==> src/rtl/nce_pkg.sv <==
package nce_pkg;
  localparam int STATE_W   = 3;
  localparam int HELPER_N  = 6;
  localparam int SCREEN_W  = 4;
  localparam int OUT_N     = SCREEN_W + STATE_W;
  localparam int CELL_N    = STATE_W + HELPER_N + OUT_N;
  localparam int STEP_N    = HELPER_N + OUT_N;
  localparam int MAX_FANIN = 3;
  localparam int IDX_W     = $clog2(CELL_N);
  localparam int STEP_W    = $clog2(STEP_N + 1);
  localparam int FAN_W     = $clog2(MAX_FANIN + 1);
  localparam int SCREEN_BASE = STATE_W + HELPER_N;
  localparam int NEXT_BASE   = SCREEN_BASE + SCREEN_W;

  typedef logic [IDX_W-1:0] cellIdxT;

  typedef struct packed {
    cellIdxT                      dest;
    logic [FAN_W-1:0]             fanIn;
    logic [MAX_FANIN-1:0][IDX_W-1:0] src;
  } cellEntryT;

  typedef struct packed {
    logic              evalEn;
    logic [STEP_W-1:0] step;
    logic              commit;
    logic              load;
  } ctrlT;

  function automatic cellIdxT iCell(input int n);
    return cellIdxT'(n);
  endfunction
  function automatic cellIdxT pCell(input int n);
    return cellIdxT'(STATE_W + n);
  endfunction
  function automatic cellIdxT oCell(input int n);
    return cellIdxT'(SCREEN_BASE + n);
  endfunction

  function automatic cellEntryT mkEntry(input cellIdxT d, input int n,
                                        input cellIdxT a, input cellIdxT b, input cellIdxT c);
    cellEntryT e;
    e.dest   = d;
    e.fanIn  = FAN_W'(n);
    e.src[0] = a;
    e.src[1] = b;
    e.src[2] = c;
    return e;
  endfunction

  // Evaluation order: helpers, screen cells, then next-state cells (o5 reads o0).
  function automatic cellEntryT cellAt(input logic [STEP_W-1:0] step);
    case (step)
      STEP_W'(0):  return mkEntry(pCell(0), 1, iCell(0), iCell(0), iCell(0));
      STEP_W'(1):  return mkEntry(pCell(1), 1, iCell(1), iCell(0), iCell(0));
      STEP_W'(2):  return mkEntry(pCell(2), 1, iCell(2), iCell(0), iCell(0));
      STEP_W'(3):  return mkEntry(pCell(3), 2, pCell(2), pCell(0), iCell(0));
      STEP_W'(4):  return mkEntry(pCell(4), 3, pCell(2), iCell(1), pCell(0));
      STEP_W'(5):  return mkEntry(pCell(5), 3, iCell(2), pCell(1), pCell(0));
      STEP_W'(6):  return mkEntry(oCell(0), 2, iCell(1), iCell(0), iCell(0));
      STEP_W'(7):  return mkEntry(oCell(1), 2, iCell(1), pCell(0), iCell(0));
      STEP_W'(8):  return mkEntry(oCell(2), 2, pCell(1), pCell(0), iCell(0));
      STEP_W'(9):  return mkEntry(oCell(3), 2, pCell(1), iCell(0), iCell(0));
      STEP_W'(10): return mkEntry(oCell(4), 2, pCell(4), pCell(5), iCell(0));
      STEP_W'(11): return mkEntry(oCell(5), 2, oCell(0), pCell(3), iCell(0));
      STEP_W'(12): return mkEntry(oCell(6), 1, pCell(1), iCell(0), iCell(0));
      default:     return mkEntry(pCell(0), 1, iCell(0), iCell(0), iCell(0));
    endcase
  endfunction
endpackage

==> src/rtl/nce_control.sv <==
module nce_control
  import nce_pkg::*;
(
  input  logic clk,
  input  logic rstN,
  input  logic startPulse,
  input  logic loadStrobe,
  output ctrlT ctrl,
  output logic busy,
  output logic frameDone
);
  typedef enum logic [1:0] {S_IDLE, S_EVAL, S_COMMIT} phaseT;

  phaseT             phase;
  logic [STEP_W-1:0] stepCnt;

  always_ff @(posedge clk) begin
    if (!rstN) begin
      phase     <= S_IDLE;
      stepCnt   <= '0;
      frameDone <= 1'b0;
    end else begin
      frameDone <= (phase == S_COMMIT);
      case (phase)
        S_IDLE: begin
          if (startPulse) begin
            phase   <= S_EVAL;
            stepCnt <= '0;
          end
        end
        S_EVAL: begin
          if (stepCnt == STEP_W'(STEP_N - 1)) phase <= S_COMMIT;
          else stepCnt <= stepCnt + 1'b1;
        end
        default: phase <= S_IDLE;
      endcase
    end
  end

  always_comb begin
    ctrl.evalEn = (phase == S_EVAL);
    ctrl.step   = stepCnt;
    ctrl.commit = (phase == S_COMMIT);
    ctrl.load   = (phase == S_IDLE) && loadStrobe;
    busy        = (phase != S_IDLE);
  end
endmodule

==> src/rtl/nce_datapath.sv <==
module nce_datapath
  import nce_pkg::*;
(
  input  logic                clk,
  input  logic                rstN,
  input  ctrlT                ctrl,
  input  logic [STATE_W-1:0]  initState,
  output logic [SCREEN_W-1:0] screen
);
  logic [CELL_N-1:0] cellVal;
  cellEntryT         entry;
  logic              anyHigh;
  logic              norVal;

  always_comb begin
    entry   = cellAt(ctrl.step);
    anyHigh = 1'b0;
    for (int k = 0; k < MAX_FANIN; k++) begin
      if (k < int'(entry.fanIn)) anyHigh = anyHigh | cellVal[entry.src[k]];
    end
    norVal = ~anyHigh;
  end

  for (genvar c = 0; c < CELL_N; c++) begin : gCell
    logic q;
    if (c < STATE_W) begin : gState
      always_ff @(posedge clk) begin
        if (!rstN)            q <= 1'b0;
        else if (ctrl.load)   q <= initState[c];
        else if (ctrl.commit) q <= cellVal[NEXT_BASE + c];
      end
    end else begin : gWork
      always_ff @(posedge clk) begin
        if (!rstN) q <= 1'b0;
        else if (ctrl.evalEn && entry.dest == cellIdxT'(c)) q <= norVal;
      end
    end
    assign cellVal[c] = q;
  end

  always_ff @(posedge clk) begin
    if (!rstN)            screen <= '0;
    else if (ctrl.commit) screen <= cellVal[SCREEN_BASE +: SCREEN_W];
  end
endmodule

==> src/rtl/nor_cell_eval.sv <==
module nor_cell_eval
  import nce_pkg::*;
(
  input  logic                clk,
  input  logic                rstN,
  input  logic                startPulse,
  input  logic [STATE_W-1:0]  initState,
  input  logic                loadStrobe,
  output logic                busy,
  output logic                frameDone,
  output logic [SCREEN_W-1:0] screen
);
  ctrlT ctrl;

  nce_control uCtrl (
    .clk        (clk),
    .rstN       (rstN),
    .startPulse (startPulse),
    .loadStrobe (loadStrobe),
    .ctrl       (ctrl),
    .busy       (busy),
    .frameDone  (frameDone)
  );

  nce_datapath uData (
    .clk       (clk),
    .rstN      (rstN),
    .ctrl      (ctrl),
    .initState (initState),
    .screen    (screen)
  );
endmodule

==> config.mk <==
export PLATFORM = sky130hd
export DESIGN_NAME = nor_cell_eval
export DESIGN_NICKNAME = d
export VERILOG_FILES = /design/src/rtl/nce_pkg.sv /design/src/rtl/nce_control.sv /design/src/rtl/nce_datapath.sv /design/src/rtl/nor_cell_eval.sv
export SDC_FILE = /design/constraint.sdc
export NUM_CORES = 1
export LEC_CHECK = 0
export ABC_AREA = 0
export BUFFER_PORTS_ARGS = -buffer_cell sky130_fd_sc_hd__buf_2
export CAP_MARGIN = 20
export CORE_MARGIN = 2
export CORE_UTILIZATION = 60
export DETAILED_ROUTE_END_ITERATION = 6
export PLACE_DENSITY = 0.79
export SLEW_MARGIN = 20
export SYNTH_ARGS = -nofsm -noshare
export SYNTH_HDL_FRONTEND = slang
export SYNTH_SLANG_ARGS = --single-unit
==> constraint.sdc <==
create_clock -name clk -period 3.4 [get_ports clk]
set_input_delay 0.68 -clock clk [delete_from_list [all_inputs] [get_ports clk]]
set_output_delay 0.68 -clock clk [all_outputs]
set_load 0.02 [all_outputs]
==> results of run 1 <==
## logic make-up (layout without fill, tap and decap cells)
logic type / after synthesis / in the layout / synth area share
AOI/OAI and AO/OA: 63 / 63 / 0.218
buffers and inverters: 24 / 34 / 0.0478
and+or+nand+nor: 80 / 80 / 0.184
adders and majority gates: 9 / 9 / 0.0489
muxes: 22 / 22 / 0.136
DFF: 42 / 42 / 0.365
## how the worst max path moves through the flow
stage / from / end / slack, ns / cells past startpoint
after CTS: uCtrl.stepCnt[0] / uData.entry[4] / 0.77 / 8
after floorplan: uCtrl.stepCnt[0] / uData.entry[4] / 1.17 / 8
after global routing: uCtrl.stepCnt[0] / uData.entry[4] / 0.53 / 8
after detailed placement: uCtrl.stepCnt[0] / uData.entry[4] / 0.80 / 8
final: uCtrl.stepCnt[0] / uData.entry[4] / 0.77 / 8
after global placement: uCtrl.stepCnt[0] / uData.entry[4] / 0.81 / 8
## stage by stage
step / util / instance area [um2] / setup WS [ns] / std cells / hold slack [ns]
finish: 0.673 / 2480 / 0.772 / 298 / 0.494
global route: 0.673 / 2480 / 0.529 / 298 / 0.514
CTS: 0.673 / 2480 / 0.772 / 298 / 0.495
detailed placement: 0.644 / 2370 / 0.802 / 290 / 0.477
global placement: 0.644 / 2370 / 0.806 / 290 / 0.468
floorplan: - / 2300 / 1.17 / 240 / 0.443
## layout make-up
class | count | area (um2)
fill | 291 | 1200
sequential | 42 | 841
clock inverter | 3 | 40.0
clock buffer | 5 | 68.8
inverter | 12 | 45.0
timing repair buffer | 14 | 75.1
multi-input combinational | 174 | 1350
tap | 48 | 60.1
## registers in the layout, indices dropped and copies added (netlist names)
name             flops
uData.entry         15
uData.gCell.q       16
uCtrl.frameDone      1
uCtrl.stepCnt        4
uCtrl.phase          2
uData.screen         4
## placed cells by master, fill, tap and decap left out, types with 5 or more instances in the layout
cell      instances
a311oi_1         14
a21oi_1           6
nand2_1          24
nor2_1           20
nor3_1            6
o32ai_1          13
inv_1            11
dfxtp_1          42
ha_1              9
buf_2            12
clkbuf_8          5
mux2i_1          13
mux4_2            5
and3_1            5
## layer usage
metal / share of wire / wire (um) / vias up / global-route usage
met5: 0 / 0 / - / 0
met4: 0.028 / 138 / 0 / 0.112
met3: 0.045 / 227 / 14 / 0.0460
met2: 0.47 / 2350 / 70 / 0.428
met1: 0.46 / 2290 / 935 / 0.329
li1: - / - / 935 / -
## report_power, final
group          leakage (nW)  internal [W]  switching (W)   total, W
combinational         0.468     0.0000345      0.0000588  0.0000933
sequential            0.340      0.000502      0.0000134   0.000515
clock                0.0579      0.000216       0.000164   0.000380
total                 0.866      0.000752       0.000236   0.000989
## critical path, delay by kind of cell (launching register included)
| family | cells | cell delay [ns] |
|---|---|---|
| compound gates | 2 | 0.83 |
| fa+ha+maj | 2 | 0.60 |
| buf+inv | 2 | 0.29 |
| flops | 1 | 0.42 |
| mux | 1 | 0.14 |
| simple gates | 1 | 0.24 |
==> results.md, run 1 <==
- Max Clk Rate: 380 MHz
- Min Tclk post-route: 2.63 ns
- Syn-to-layout area delta: 7.76%
- Slowest CP cell: o31ai_1
- Hold_buf cts: 0
- IO Port Bufs: 12
- Setup TNS: 0 ns
- Count leader, synth: dfxtp_1
- Leak Pwr: 0.866 nW
- TritonCTS clock tree: yes
- Clock Path Buffers: 2
- Hold Path Class: reg2reg
- Number of enable flip-flop cells after synthesis: 0
- CTS HTree Levels: 2
- CP Cell Sequence: inv_1 -> ha_1 -> and3_1 -> o31ai_1 -> inv_1 -> ha_1 -> mux2i_1 -> o2bb2ai_1
- Worst-path clk slew: 0.08 ns
- Largest cells by area after synthesis: dfxtp_1 36%, mux2i_1 5.6%, a311oi_1 5.3%
- Initial antenna violation count: 0
- First-pass GRT wire length: 8560 um
- RSZ-0062 raised after global routing: no
- Share of cells above drive strength 1: 0.148
- CTS sink count: 42
- Pwr dens: 398 nW/um2
- Final setup fails: 0
- Largest net degree at the start of global routing: 23
- Headroom to the max-slew limit: 0.427
- Synthesized cell area: 2300 um2
- Post-CTS setup repair buffer count: 0
- Max-cap violation count: 0
- Ports: 13
- CP max FO: 7
- Hold Path End: uData.gCell[2].q
- Cell row count: 22
- Crit. End Element: flip-flop
- R2r worst-path depth: 8
- Yosys top cell by area: dfxtp_1
- Async SR Flop Fraction: 0
- CTS resizes: 0
- Overall die area: 4350 um2
- Sequential fraction of the synthesis area: 0.365
- CTS Buf Count: 5
- Final slew viol count: 0
- Unique cell type count in the Yosys netlist: 51
- Number of diodes: 0
- Startpoint types: flip-flop
- Fin. Hold Viols: 0
- Detailed-placement wirelength estimate: 3580 um
- WL/cell: 16.8 um
- Peak VDD IR: 0.277 mV
- Status: finished, final reports clean
- Number of global-route vias before repair: 1784
- Fin Clk Skew: 0.00584 ns
- Root Driver: clkbuf_8
- Starting Density: 0.625
- Yosys top cell area share: 0.365
- Die X: 66.0 um
- DRT Wirelength: 5000 um
- Antenna Violating Nets Remaining: 0
- Post-route DRC violation count: 0
- CP Data Required Time: 3.58 ns
- Synth Flop Type: dfxtp_1
- Setup CP Type: reg2reg
- Yosys warning count: 0
- R2r setup slk: 0.77 ns
- Total Power: 0.000989 W
- Synth top cells by count: 42 x dfxtp_1, 24 x nand2_1, 20 x nor2_1
- Worst skew pair latency: 0.29 ns
- Hold_sp: uData.gCell[2].q
- GRT overflow: 0
- Total number of vias: 1954
- CORE AREA: 3690 um2
- All-Layer GR Usage: 0.258
- Fin nets: 265
- Avg Inst Size Synth: 9.60 um2
- Reg-to-Reg End: uData.entry[4]
- WP data arrival: 2.81 ns
- Worst-Margin Slew: 0.852 ns
- DR vias/cell: 6.56
- CP peak stage delay: 0.75 ns
- GP Congestion: 0.916
- Iteration-0 DRC count of the detailed router: 166
- Mapped Cells: 240
- Fin crit share: 0.773
- Syn nets: 256
- TritonRoute pass-1 iters: 5
- Reg-to-reg startpoint: uCtrl.stepCnt[0]
- Yosys reg bits: 42
- Worst Hold Depth: 2
- Die H: 66.0 um
(Power assumes the default switching activity.)
==> inputs of run 2 (changes only) <==
--- a/config.mk
+++ b/config.mk
@@ -9,9 +9,9 @@
 export BUFFER_PORTS_ARGS = -buffer_cell sky130_fd_sc_hd__buf_2
 export CAP_MARGIN = 20
 export CORE_MARGIN = 2
-export CORE_UTILIZATION = 60
+export CORE_UTILIZATION = 54
 export DETAILED_ROUTE_END_ITERATION = 6
-export PLACE_DENSITY = 0.79
+export PLACE_DENSITY = 0.75
 export SLEW_MARGIN = 20
 export SYNTH_ARGS = -nofsm -noshare
 export SYNTH_HDL_FRONTEND = slang
==> constraint.sdc (replaced) <==
create_clock -name clk -period 2.28 [get_ports clk]
set_input_delay 0.456 -clock clk [delete_from_list [all_inputs] [get_ports clk]]
set_output_delay 0.456 -clock clk [all_outputs]
set_load 0.02 [all_outputs]
==> results.md, run 2 (synthesized netlist as in run 1, its figures left out) <==
- Status: finished, final reports clean
- Starting Density: 0.568 (-0.0568)
- Post-route DRC violation count: 0 (unchanged)
- Clock Path Buffers: 2 (unchanged)
- TritonRoute pass-1 iters: 4 (-1)
- Peak VDD IR: 0.397 mV (+43%)
- Max FFs per register: 16 (unchanged)
- DR vias/cell: 6.13 (-6.5%)
- Crit. End Element: flip-flop
- Syn-to-layout area delta: 12.9%
- Share of cells above drive strength 1: 0.207 (+0.0589)
- WL/cell: 16.2 um (-3.8%)
- First-pass GRT wire length: 8600 um (+0.48%)
- Setup TNS: 0 ns (unchanged)
- Leak Pwr: 0.933 nW (+7.7%)
- Biggest register: uData.gCell.q
- Hold Path Class: in2reg
- All-Layer GR Usage: 0.219 (-0.0395)
- Combinational Power Share: 0.098 (+0.004)
- Cell row count: 23 (+4.5%)
- Fin Clk Skew: 0.00490 ns (-0.000945 ns)
- Detailed-placement wirelength estimate: 3710 um (+3.9%)
- Overall die area: 4810 um2 (+10%)
- Hold_sp: initState[1]
- GRT overflow: 0 (unchanged)
- Highest-count cells in the layout ignoring fill and taps: 41 x dfxtp_1, 24 x nand2_1, 20 x nor2_1
- Die H: 69.3 um (+5.1%)
- Commonest non-fill, non-tap cell in the layout: dfxtp_1
- Antenna Violating Nets Remaining: 0 (unchanged)
- Clock power share: 0.391 (+0.007)
- Worst-Margin Slew: 0.672 ns (-0.180 ns)
- CTS Buf Count: 5 (unchanged)
- NetSw: 0.000342 W (+45%)
- Die X: 69.3 um (+5.1%)
- Fin nets: 277 (+4.5%)
- Max-cap violation count: 0 (unchanged)
- Number of global-route vias before repair: 1820 (+2.0%)
- CP peak stage delay: 0.38 ns (-0.37 ns)
- Reg-to-reg startpoint: uCtrl.stepCnt[0]
- Total number of vias: 1906 (-2.5%)
- Total Power: 0.00150 W (+52%)
- RSZ-0062 raised after global routing: no
- Pwr dens: 576 nW/um2 (+45%)
- Worst-path clk slew: 0.08 ns (about the same)
- Final slew viol count: 0 (unchanged)
- CP Data Required Time: 2.44 ns (-1.14 ns)
- Final setup fails: 0 (unchanged)
- Headroom to the max-slew limit: 0.552 (+0.125)
- Hold_buf cts: 0 (unchanged)
- CP max FO: 10 (+3)
- Startpoint types: flip-flop
- DRT Wirelength: 5020 um (+0.38%)
- Fin. Hold Viols: 0 (unchanged)
- Slowest CP cell: dfxtp_4
- Min Tclk post-route: 2.14 ns (-0.485 ns)
- Ports: 13 (unchanged)
- Worst skew pair latency: 0.28 ns (about the same)
- CTS sink count: 42 (unchanged)
- Critical path origin: uCtrl.stepCnt[0]
- Root Driver: clkbuf_8
- Fin crit share: 0.940 (+0.167)
- TritonCTS clock tree: yes
- CORE AREA: 4060 um2 (+10%)
- GP Congestion: 0.877 (-4.2%)
- CP Cell Sequence: inv_1 -> ha_1 -> and4_2 -> o31a_1 -> o21ai_1 -> buf_4 -> a21boi_0 -> o22ai_1
- WP data arrival: 2.30 ns (-0.51 ns)
- Pint: 0.00116 W (+54%)
- CTS HTree Levels: 2 (unchanged)
- Initial antenna violation count: 0 (unchanged)
- Sw Ratio: 0.228 (-0.0105)
- Setup CP Type: reg2reg
- IO Port Bufs: 12 (unchanged)
- Largest net degree at the start of global routing: 23 (unchanged)
- Number of diodes: 0 (unchanged)
- Flop pwr share: 0.512 (-0.009)
- Iteration-0 DRC count of the detailed router: 201 (+21%)
- Max Clk Rate: 467 MHz (+23%)
## run 2: worst paths after layout
path,cells after the start,to,slack [ns]
setup / recovery,8,uData.entry[2],0.14
hold / removal,3,uData.gCell[1].q,0.46
setup reg to reg,8,uData.entry[2],0.14
hold reg to reg,2,uData.screen[1],0.49
## run 2: area by class of cell
cell class	count	area [um2]
fill	352	1460
multi-input combinational	174	1370
sequential	42	845
clock inverter	1	30.0
inverter	12	45.0
tap	50	62.6
clock buffer	6	82.6
timing repair buffer	26	165
## run 2: critical path, delay by kind of cell (launching register included)
kind            cells  cell delay, ns
simple gates        1            0.30
flops               1            0.38
fa+ha+maj           1            0.21
compound gates      4            0.87
buf+inv             2            0.26
## run 2: per-stage QoR
step,setup WS [ns],utilization,cell area [um2],std cells,hold WS [ns]
finish,0.137,0.641,2600,311,0.465
global route,0.00904,0.641,2600,311,0.468
global placement,0.0538,0.606,2460,303,0.467
CTS,0.00357,0.634,2570,310,0.463
floorplan,0.0494,-,2300,240,0.443
detailed placement,0.0384,0.606,2460,303,0.477
## run 2: power groups by stage
stage / combinational, W / sequential (W) / clock (W)
CTS: 0.000144 / 0.000767 / 0.000595
floorplan: 0.000104 / 0.000778 / 0
detailed placement: 0.000143 / 0.000784 / 0
global placement: 0.000143 / 0.000783 / 0
global route: 0.000163 / 0.000770 / 0.000623
finish: 0.000146 / 0.000767 / 0.000585
## run 2: repair_timing
| item | in CTS | in global routing |
|---|---|---|
| buffers inserted | 0 | 1 |
| endpoints found under the hold margin | 0 | 0 |
| resized for setup | 0 | 8 |
| endpoints found under the setup margin | 0 | 14 |
## run 2: routing by layer
| layer | vias up | GRT usage | routed length [um] |
|---|---|---|---|
| li1 | 960 | - | - |
| met1 | 889 | 0.278 | 2360 |
| met2 | 49 | 0.377 | 2400 |
| met3 | 8 | 0.0422 | 190 |
| met4 | 0 | 0.0610 | 76 |
| met5 | - | 0 | 0 |
